File: src/rtl/pst_pkg.sv
// Shared types for the pair steering block.
// Assumes the fixed field layout: class 31:28, rd 27:23, rs1 22:18, rs2 17:13.
package pst_pkg;

    localparam int INS_W = 32;
    localparam int FLD_W = 5;
    localparam int HDR_LO = 13;
    localparam int HDR_W = INS_W - HDR_LO;

    localparam logic [3:0] OC_ALU = 4'd0;
    localparam logic [3:0] OC_LD  = 4'd1;
    localparam logic [3:0] OC_ST  = 4'd2;
    localparam logic [3:0] OC_FLD = 4'd3;
    localparam logic [3:0] OC_FST = 4'd4;
    localparam logic [3:0] OC_BR  = 4'd5;
    localparam logic [3:0] OC_FOP = 4'd6;

    // Register usage of one slot after decode.
    typedef struct packed {
        logic             is_fop;
        logic             is_fld;
        logic             use1;
        logic             src1_fp;
        logic             use2;
        logic             src2_fp;
        logic             wr;
        logic             wr_fp;
        logic [FLD_W-1:0] rd;
        logic [FLD_W-1:0] rs1;
        logic [FLD_W-1:0] rs2;
    } dec_t;

endpackage

File: src/rtl/pst_decode.sv
// Slot decoder: turns the class and register fields of one instruction
// into register-usage flags. Pure combinational; unknown classes use no registers.
module pst_decode
    import pst_pkg::*;
(
    input  logic [HDR_W-1:0] hdr,
    output dec_t             dec
);

    // Map the class code to source/destination usage and register file.
    always_comb begin
        dec     = '0;
        dec.rd  = hdr[27-HDR_LO -: FLD_W];
        dec.rs1 = hdr[22-HDR_LO -: FLD_W];
        dec.rs2 = hdr[17-HDR_LO -: FLD_W];
        case (hdr[HDR_W-1 -: 4])
            OC_ALU: begin
                dec.use1 = 1'b1;
                dec.use2 = 1'b1;
                dec.wr   = 1'b1;
            end
            OC_LD: begin
                dec.use1 = 1'b1;
                dec.wr   = 1'b1;
            end
            OC_ST, OC_BR: begin
                dec.use1 = 1'b1;
                dec.use2 = 1'b1;
            end
            OC_FLD: begin
                dec.use1   = 1'b1;
                dec.wr     = 1'b1;
                dec.wr_fp  = 1'b1;
                dec.is_fld = 1'b1;
            end
            OC_FST: begin
                dec.use1    = 1'b1;
                dec.use2    = 1'b1;
                dec.src2_fp = 1'b1;
            end
            OC_FOP: begin
                dec.use1    = 1'b1;
                dec.src1_fp = 1'b1;
                dec.use2    = 1'b1;
                dec.src2_fp = 1'b1;
                dec.wr      = 1'b1;
                dec.wr_fp   = 1'b1;
                dec.is_fop  = 1'b1;
            end
            default: ;
        endcase
    end

endmodule

File: src/rtl/pst_scoreboard.sv
// Pending-write scoreboard for one register file.
// Two set ports (issue), one clear port (writeback); set wins over clear.
// With ZERO_R0 set, entry 0 is hardwired idle.
module pst_scoreboard #(
    parameter int NREG    = 32,
    parameter bit ZERO_R0 = 1'b0,
    localparam int RW     = $clog2(NREG)
) (
    input  logic            clk,
    input  logic            rst_n,
    input  logic            set0_en,
    input  logic [RW-1:0]   set0_idx,
    input  logic            set1_en,
    input  logic [RW-1:0]   set1_idx,
    input  logic            clr_en,
    input  logic [RW-1:0]   clr_idx,
    output logic [NREG-1:0] busy
);

    for (genvar i = 0; i < NREG; i++) begin : g_ent
        localparam logic [RW-1:0] IDX = RW'(i);
        if (ZERO_R0 && i == 0) begin : g_zero
            assign busy[i] = 1'b0;
        end else begin : g_flop
            // Mark on issue, release on writeback.
            always_ff @(posedge clk) begin
                if (!rst_n)
                    busy[i] <= 1'b0;
                else if ((set0_en && set0_idx == IDX) || (set1_en && set1_idx == IDX))
                    busy[i] <= 1'b1;
                else if (clr_en && clr_idx == IDX)
                    busy[i] <= 1'b0;
            end
        end
    end

endmodule

File: src/rtl/pst_steer.sv
// Issue decision: hazard checks per slot, pairing rules, in-order slot rule
// and packet advance. Assumes fetch holds the packet while advance is low.
module pst_steer
    import pst_pkg::*;
#(
    parameter int NREG = 32,
    localparam int RW  = $clog2(NREG)
) (
    input  logic [1:0]      slot_vld,
    input  logic            replay,
    input  dec_t            d_lo,
    input  dec_t            d_hi,
    input  logic [NREG-1:0] int_busy,
    input  logic [NREG-1:0] fp_busy,
    output logic            lo_go,
    output logic            hi_go,
    output logic            advance
);

    function automatic logic stalled(dec_t d, logic [NREG-1:0] ib, logic [NREG-1:0] fb);
        logic s;
        s = 1'b0;
        if (d.use1) s |= d.src1_fp ? fb[d.rs1[RW-1:0]] : ib[d.rs1[RW-1:0]];
        if (d.use2) s |= d.src2_fp ? fb[d.rs2[RW-1:0]] : ib[d.rs2[RW-1:0]];
        if (d.wr)   s |= d.wr_fp   ? fb[d.rd[RW-1:0]]  : ib[d.rd[RW-1:0]];
        return s;
    endfunction

    logic lo_pend, lo_done, shape_ok, load_conf, pair_ok;

    // Slot decisions for the current cycle.
    always_comb begin
        lo_pend   = slot_vld[0] && !replay;
        lo_go     = lo_pend && !stalled(d_lo, int_busy, fp_busy);
        lo_done   = !lo_pend || lo_go;
        shape_ok  = !d_lo.is_fop && d_hi.is_fop;
        load_conf = d_lo.is_fld && (
                      (d_hi.use1 && d_hi.src1_fp && d_hi.rs1[RW-1:0] == d_lo.rd[RW-1:0]) ||
                      (d_hi.use2 && d_hi.src2_fp && d_hi.rs2[RW-1:0] == d_lo.rd[RW-1:0]) ||
                      (d_hi.wr   && d_hi.wr_fp   && d_hi.rd[RW-1:0]  == d_lo.rd[RW-1:0]));
        pair_ok   = !lo_pend || (shape_ok && !load_conf);
        hi_go     = slot_vld[1] && lo_done && pair_ok && !stalled(d_hi, int_busy, fp_busy);
        advance   = lo_done && (!slot_vld[1] || hi_go);
    end

endmodule

File: src/rtl/pair_issue_steer.sv
// Top of the dual-issue steering block: decodes both slots, keeps the
// integer and FP scoreboards, remembers an outstanding upper slot and
// routes issued instructions to the integer or FP port by class.
module pair_issue_steer
    import pst_pkg::*;
#(
    parameter int NREG = 32,
    localparam int RW  = $clog2(NREG)
) (
    input  logic               clk,
    input  logic               rst_n,
    input  logic [1:0]         slot_vld,
    input  logic [2*INS_W-1:0] pkt,
    input  logic               wb_int_en,
    input  logic [RW-1:0]      wb_int_idx,
    input  logic               wb_fp_en,
    input  logic [RW-1:0]      wb_fp_idx,
    output logic               issue_int,
    output logic [INS_W-1:0]   issue_int_ins,
    output logic               issue_fp,
    output logic [INS_W-1:0]   issue_fp_ins,
    output logic               advance
);

    dec_t            dec [2];
    logic [NREG-1:0] int_busy;
    logic [NREG-1:0] fp_busy;
    logic            replay;
    logic            lo_go, hi_go;
    logic [INS_W-1:0] ins_lo, ins_hi;

    assign ins_lo = pkt[0 +: INS_W];
    assign ins_hi = pkt[INS_W +: INS_W];

    for (genvar s = 0; s < 2; s++) begin : g_dec
        pst_decode u_dec (
            .hdr (pkt[s*INS_W + HDR_LO +: HDR_W]),
            .dec (dec[s])
        );
    end

    pst_steer #(.NREG(NREG)) u_steer (
        .slot_vld (slot_vld),
        .replay   (replay),
        .d_lo     (dec[0]),
        .d_hi     (dec[1]),
        .int_busy (int_busy),
        .fp_busy  (fp_busy),
        .lo_go    (lo_go),
        .hi_go    (hi_go),
        .advance  (advance)
    );

    pst_scoreboard #(.NREG(NREG), .ZERO_R0(1'b1)) u_sb_int (
        .clk      (clk),
        .rst_n    (rst_n),
        .set0_en  (lo_go && dec[0].wr && !dec[0].wr_fp),
        .set0_idx (dec[0].rd[RW-1:0]),
        .set1_en  (hi_go && dec[1].wr && !dec[1].wr_fp),
        .set1_idx (dec[1].rd[RW-1:0]),
        .clr_en   (wb_int_en),
        .clr_idx  (wb_int_idx),
        .busy     (int_busy)
    );

    pst_scoreboard #(.NREG(NREG), .ZERO_R0(1'b0)) u_sb_fp (
        .clk      (clk),
        .rst_n    (rst_n),
        .set0_en  (lo_go && dec[0].wr_fp),
        .set0_idx (dec[0].rd[RW-1:0]),
        .set1_en  (hi_go && dec[1].wr_fp),
        .set1_idx (dec[1].rd[RW-1:0]),
        .clr_en   (wb_fp_en),
        .clr_idx  (wb_fp_idx),
        .busy     (fp_busy)
    );

    // Port routing by class of whichever slot issues.
    always_comb begin
        issue_int     = (lo_go && !dec[0].is_fop) || (hi_go && !dec[1].is_fop);
        issue_fp      = (lo_go && dec[0].is_fop) || (hi_go && dec[1].is_fop);
        issue_int_ins = (lo_go && !dec[0].is_fop) ? ins_lo : ins_hi;
        issue_fp_ins  = (lo_go && dec[0].is_fop) ? ins_lo : ins_hi;
    end

    // Remember that the lower slot of a held packet is already gone.
    always_ff @(posedge clk) begin
        if (!rst_n)
            replay <= 1'b0;
        else if (advance)
            replay <= 1'b0;
        else if (lo_go)
            replay <= 1'b1;
    end

endmodule

File: config.mk
export PLATFORM = sky130hd
export DESIGN_NAME = pair_issue_steer
export DESIGN_NICKNAME = d
export VERILOG_FILES = /design/src/rtl/pst_pkg.sv /design/src/rtl/pst_decode.sv /design/src/rtl/pst_scoreboard.sv /design/src/rtl/pst_steer.sv /design/src/rtl/pair_issue_steer.sv
export SDC_FILE = /design/constraint.sdc
export NUM_CORES = 1
export LEC_CHECK = 0
export BUFFER_PORTS_ARGS = -buffer_cell sky130_fd_sc_hd__buf_2
export CAP_MARGIN = 10
export CORE_AREA = 8 8 147 149
export CTS_CLUSTER_SIZE = 28
export DETAILED_ROUTE_END_ITERATION = 8
export DIE_AREA = 0 0 155 157
export GPL_TIMING_DRIVEN = 0
export PLACE_DENSITY = 0.77
export SKIP_LAST_GASP = 1
export SYNTH_ARGS = -nofsm -noshare
export SYNTH_HDL_FRONTEND = slang
export SYNTH_HIERARCHICAL = 1
export SYNTH_SLANG_ARGS = --single-unit
File: constraint.sdc
create_clock -name clk -period 14.99 [get_ports clk]
set_input_delay 3.7475 -clock clk [delete_from_list [all_inputs] [get_ports clk]]
set_output_delay 3.7475 -clock clk [all_outputs]
set_load 0.1 [all_outputs]
==> flow_summary_export.csv <==
group,metric,value,unit
status,result_of_the_run,"complete, no violations",
sta,report.final.setup_viol,0,
sta,worst-slew-pin-transition,654.1,ps
worst_hold_path,whs_endpoint,"replay",
sta,max_freq,88.70,MHz
global_routing,globalRoute.totalOverflow,0,
setup_path,worstPathMaxFanout,10,
yosys,yosysWarningCount,6,
yosys,synth_area_per_cell,9.536,sq um
cells_and_area,fillers,1747,
global_routing,grt_max_degree,18,
global_routing,wire_length_of_the_first_global_routing_pass,47800,um
pwr,power_density,68.43,mW/mm^2
sta,post_route_setup_tns,0,ps
clock_network,total_number_of_h_tree_levels,3,
clock_network,tritoncts.num_buffers,9,
placement,globalplace.congestion,0.9714,
placement,number_of_input_and_output_port_buffers_inserted,146,
sta,tightest_slew_margin_relative_to_the_limit,55.99,%
clock_network,cts_resized,0,
sta,rsz0062_at_grt,"no",
setup_path,critical_path_arrival,7530,ps
drt,drt-initial-drc-count,1132,
cells_and_area,area_growth_syn_to_layout,15.98,%
sta,post-route-min-period,11270,ps
die,number_of_top_level_pins,147,
clock_network,cts.sinks,64,
drt,vias,8888,
worst_hold_path,hold_start,"replay",
clock_network,postCtsSetupRepairBufs,0,
die,chipHeight,157,um
setup_path,critical_r2r_capture,"u_sb_int/busy[16]",
clock_network,cts_root_buffer,"clkbuf_16",
placement,placement.cell_area,0.009625,sq mm
clock_network,clock_tree_from_tritoncts,"yes",
setup_path,cp-end-kind,"primary output",
die,die_area,0.02434,sq mm
drt,routedWlPerCell,23.61,um
worst_hold_path,instance_count_along_the_most_critical_hold_path,2,
sta,report.final.slew_viol_count,0,
global_routing,grt.total_usage,24.80,%
setup_path,crit_slowest_cell,"nor4_1",
drt,drt_wl_total,31250,um
flow_run,cap_viol_max_count,0,
yosys,synth_fp_nets,978,
setup_path,number_of_buffers_and_inverters_on_the_critical_path,5,
drt,drtAntennaViolNets,0,
sta,timing.hold.ws,516.8,ps
die,initial_core_util,44.58,%
yosys,syn_area,0.008563,sq mm
setup_path,r2r_start,"u_sb_int/busy[6]",
drt,route.detailed.vias_per_inst,6.713,
pwr,leakage_power,3.912,nW
setup_path,internal_reg_to_reg_setup_slack,11260,ps
cells_and_area,area_of_the_multi_input_gates,0.006598,sq mm
setup_path,worst-r2r-cell-count,11,
clock_network,cts_hold_buffers,0,
cells_and_area,fin_nets,1135,
setup_path,cp_cell_sequence,"buf_2 -> buf_4 -> clkbuf_1 -> mux4_2 -> mux2i_1 -> nor3_1 -> nor4_1 -> nand4_2 -> nor2b_1 -> nand2_2 -> buf_6 -> mux2_2 -> buf_2",
pwr,max-vdd-ir-drop,39.13,uV
sta,finClkSkew,5.892,ps
die,floorplan.die.width,155,um
die,placementRows,51,
cells_and_area,final_area,0.009932,sq mm
worst_hold_path,holdCritPathClass,"flop to flop",
clock_network,cts.reportedPaths.clkPinSlew,50,ps
clock_network,worstSkewPairLatency,340,ps
clock_network,clock_path_buffers,2,
global_routing,number_of_global_route_vias_before_repair,8603,
sta,fin_crit_sh,75.21,%
setup_path,path_delay_family,"simple AND/OR/NAND/NOR gates",
die,design.core.area,0.01921,sq mm
placement,detailedPlacementHpwl,23840,um
setup_path,crit_required,11240,ps
setup_path,setup.worst_path.class,"input pin to primary output",
cells_and_area,final_layout_size_suffix_gt1_share,33.33,%
setup_path,cpPeakStageDelay,600,ps
drt,drc,0,
yosys,post_synth_inst_count,898,
drt,dr.pass1.iters,7,
setup_path,timing.critical_path.mode_cell,"buf_2",
cells_and_area,antenna-diode-count,0,
global_routing,antenna_found_initial,0,
sta,hold_viol,0,
cells_and_area,final-seq-area,0.001281,sq mm
setup_path,worst_setup_path_start_kind,"input pin",
worst register-to-register path, stage by stage, from the launching register on:
cell and delay [ps]:
dfxtp_1 430, mux4_2 510, mux2i_1 200, nor3_1 70, nor4_1 600, nand4_2 260, nor2b_1 370, nand2_1 90
nor2_1 420, nor4b_2 430, a22oi_1 130, a21boi_1 150
final cells by class:
cell class	count	share of cell area, %
multi-input cells	724	66.43
well taps	265	3.338
plain buffers	99	6.475
clock buffers	12	2.683
inverters	11	0.4157
flip-flops and latches	64	12.90
clock inverters	3	0.4031
repair buffers	146	7.357
metrics by stage:
| stage | instances | setup WS [ps] | utilization [%] | total power [mW] |
|---|---|---|---|---|
| 2_1_floorplan | 898 | 3307 | - | 0.4103 |
| 3_3_place_gp | 1309 | 3818 | 50.11 | 0.4643 |
| 3_5_place_dp | 1309 | 3842 | 50.11 | 0.4668 |
| 4_1_cts | 1324 | 3804 | 51.71 | 0.6785 |
| 5_1_grt | 1324 | 3564 | 51.71 | 0.7007 |
| 6_report | 1324 | 3716 | 51.71 | 0.6797 |
flip-flops by register name, summed over array words and instances (netlist names):
| signal | flops |
|---|---|
| replay | 1 |
| u_sb_int/busy | 31 |
| u_sb_fp/busy | 32 |
cell usage in the layout (no fill, tap or decap), types with 5 or more instances in the layout:
cell type	n
a22oi_1	76
buf_4	35
and4b_1	12
nor2_1	29
a21boi_1	63
mux2i_1	86
o21ai_0	58
clkbuf_1	30
nor3_1	5
mux4_1	14
nor2b_1	24
xnor2_1	12
clkbuf_16	9
buf_2	164
buf_6	7
nand4bb_1	6
or2b_1	5
and2_1	7
a21oi_1	8
buf_1	5
nand4b_1	7
nand2b_1	15
mux2_2	40
mux2_4	29
nand2_1	34
dfxtp_1	64
nor4_1	5
mux4_2	45
o21ai_1	10
and4bb_1	11
nand3_1	31
a2111oi_0	10
nand3b_1	6
nand4_1	12
inv_1	10
power by group:
part           internal, mW  switching [mW]  leakage (nW)
clock                 0.141          0.0722         0.154
sequential            0.171         0.00206         0.516
combinational        0.0845           0.209          3.24
metal layers:
metal / track usage (%) / routed length [um]
met1: 29.45 / 11490
met2: 39.92 / 14100
met3: 6.032 / 3848
met4: 15.35 / 1814
met5: 0 / 0
how the worst max path moves through the flow:
stage | startpoint | to | slack, ps | depth (start not counted)
final | pkt[18] | issue_fp_ins[7] | 3720 | 13
after floorplan | pkt[55] | issue_int | 3310 | 12
after global routing | pkt[26] | issue_fp_ins[9] | 3560 | 15
after detailed placement | pkt[18] | issue_fp_ins[7] | 3840 | 13
after global placement | pkt[18] | issue_fp_ins[7] | 3820 | 13
after CTS | pkt[18] | issue_fp_ins[7] | 3800 | 13
Power figures use the tool's default switching activity.
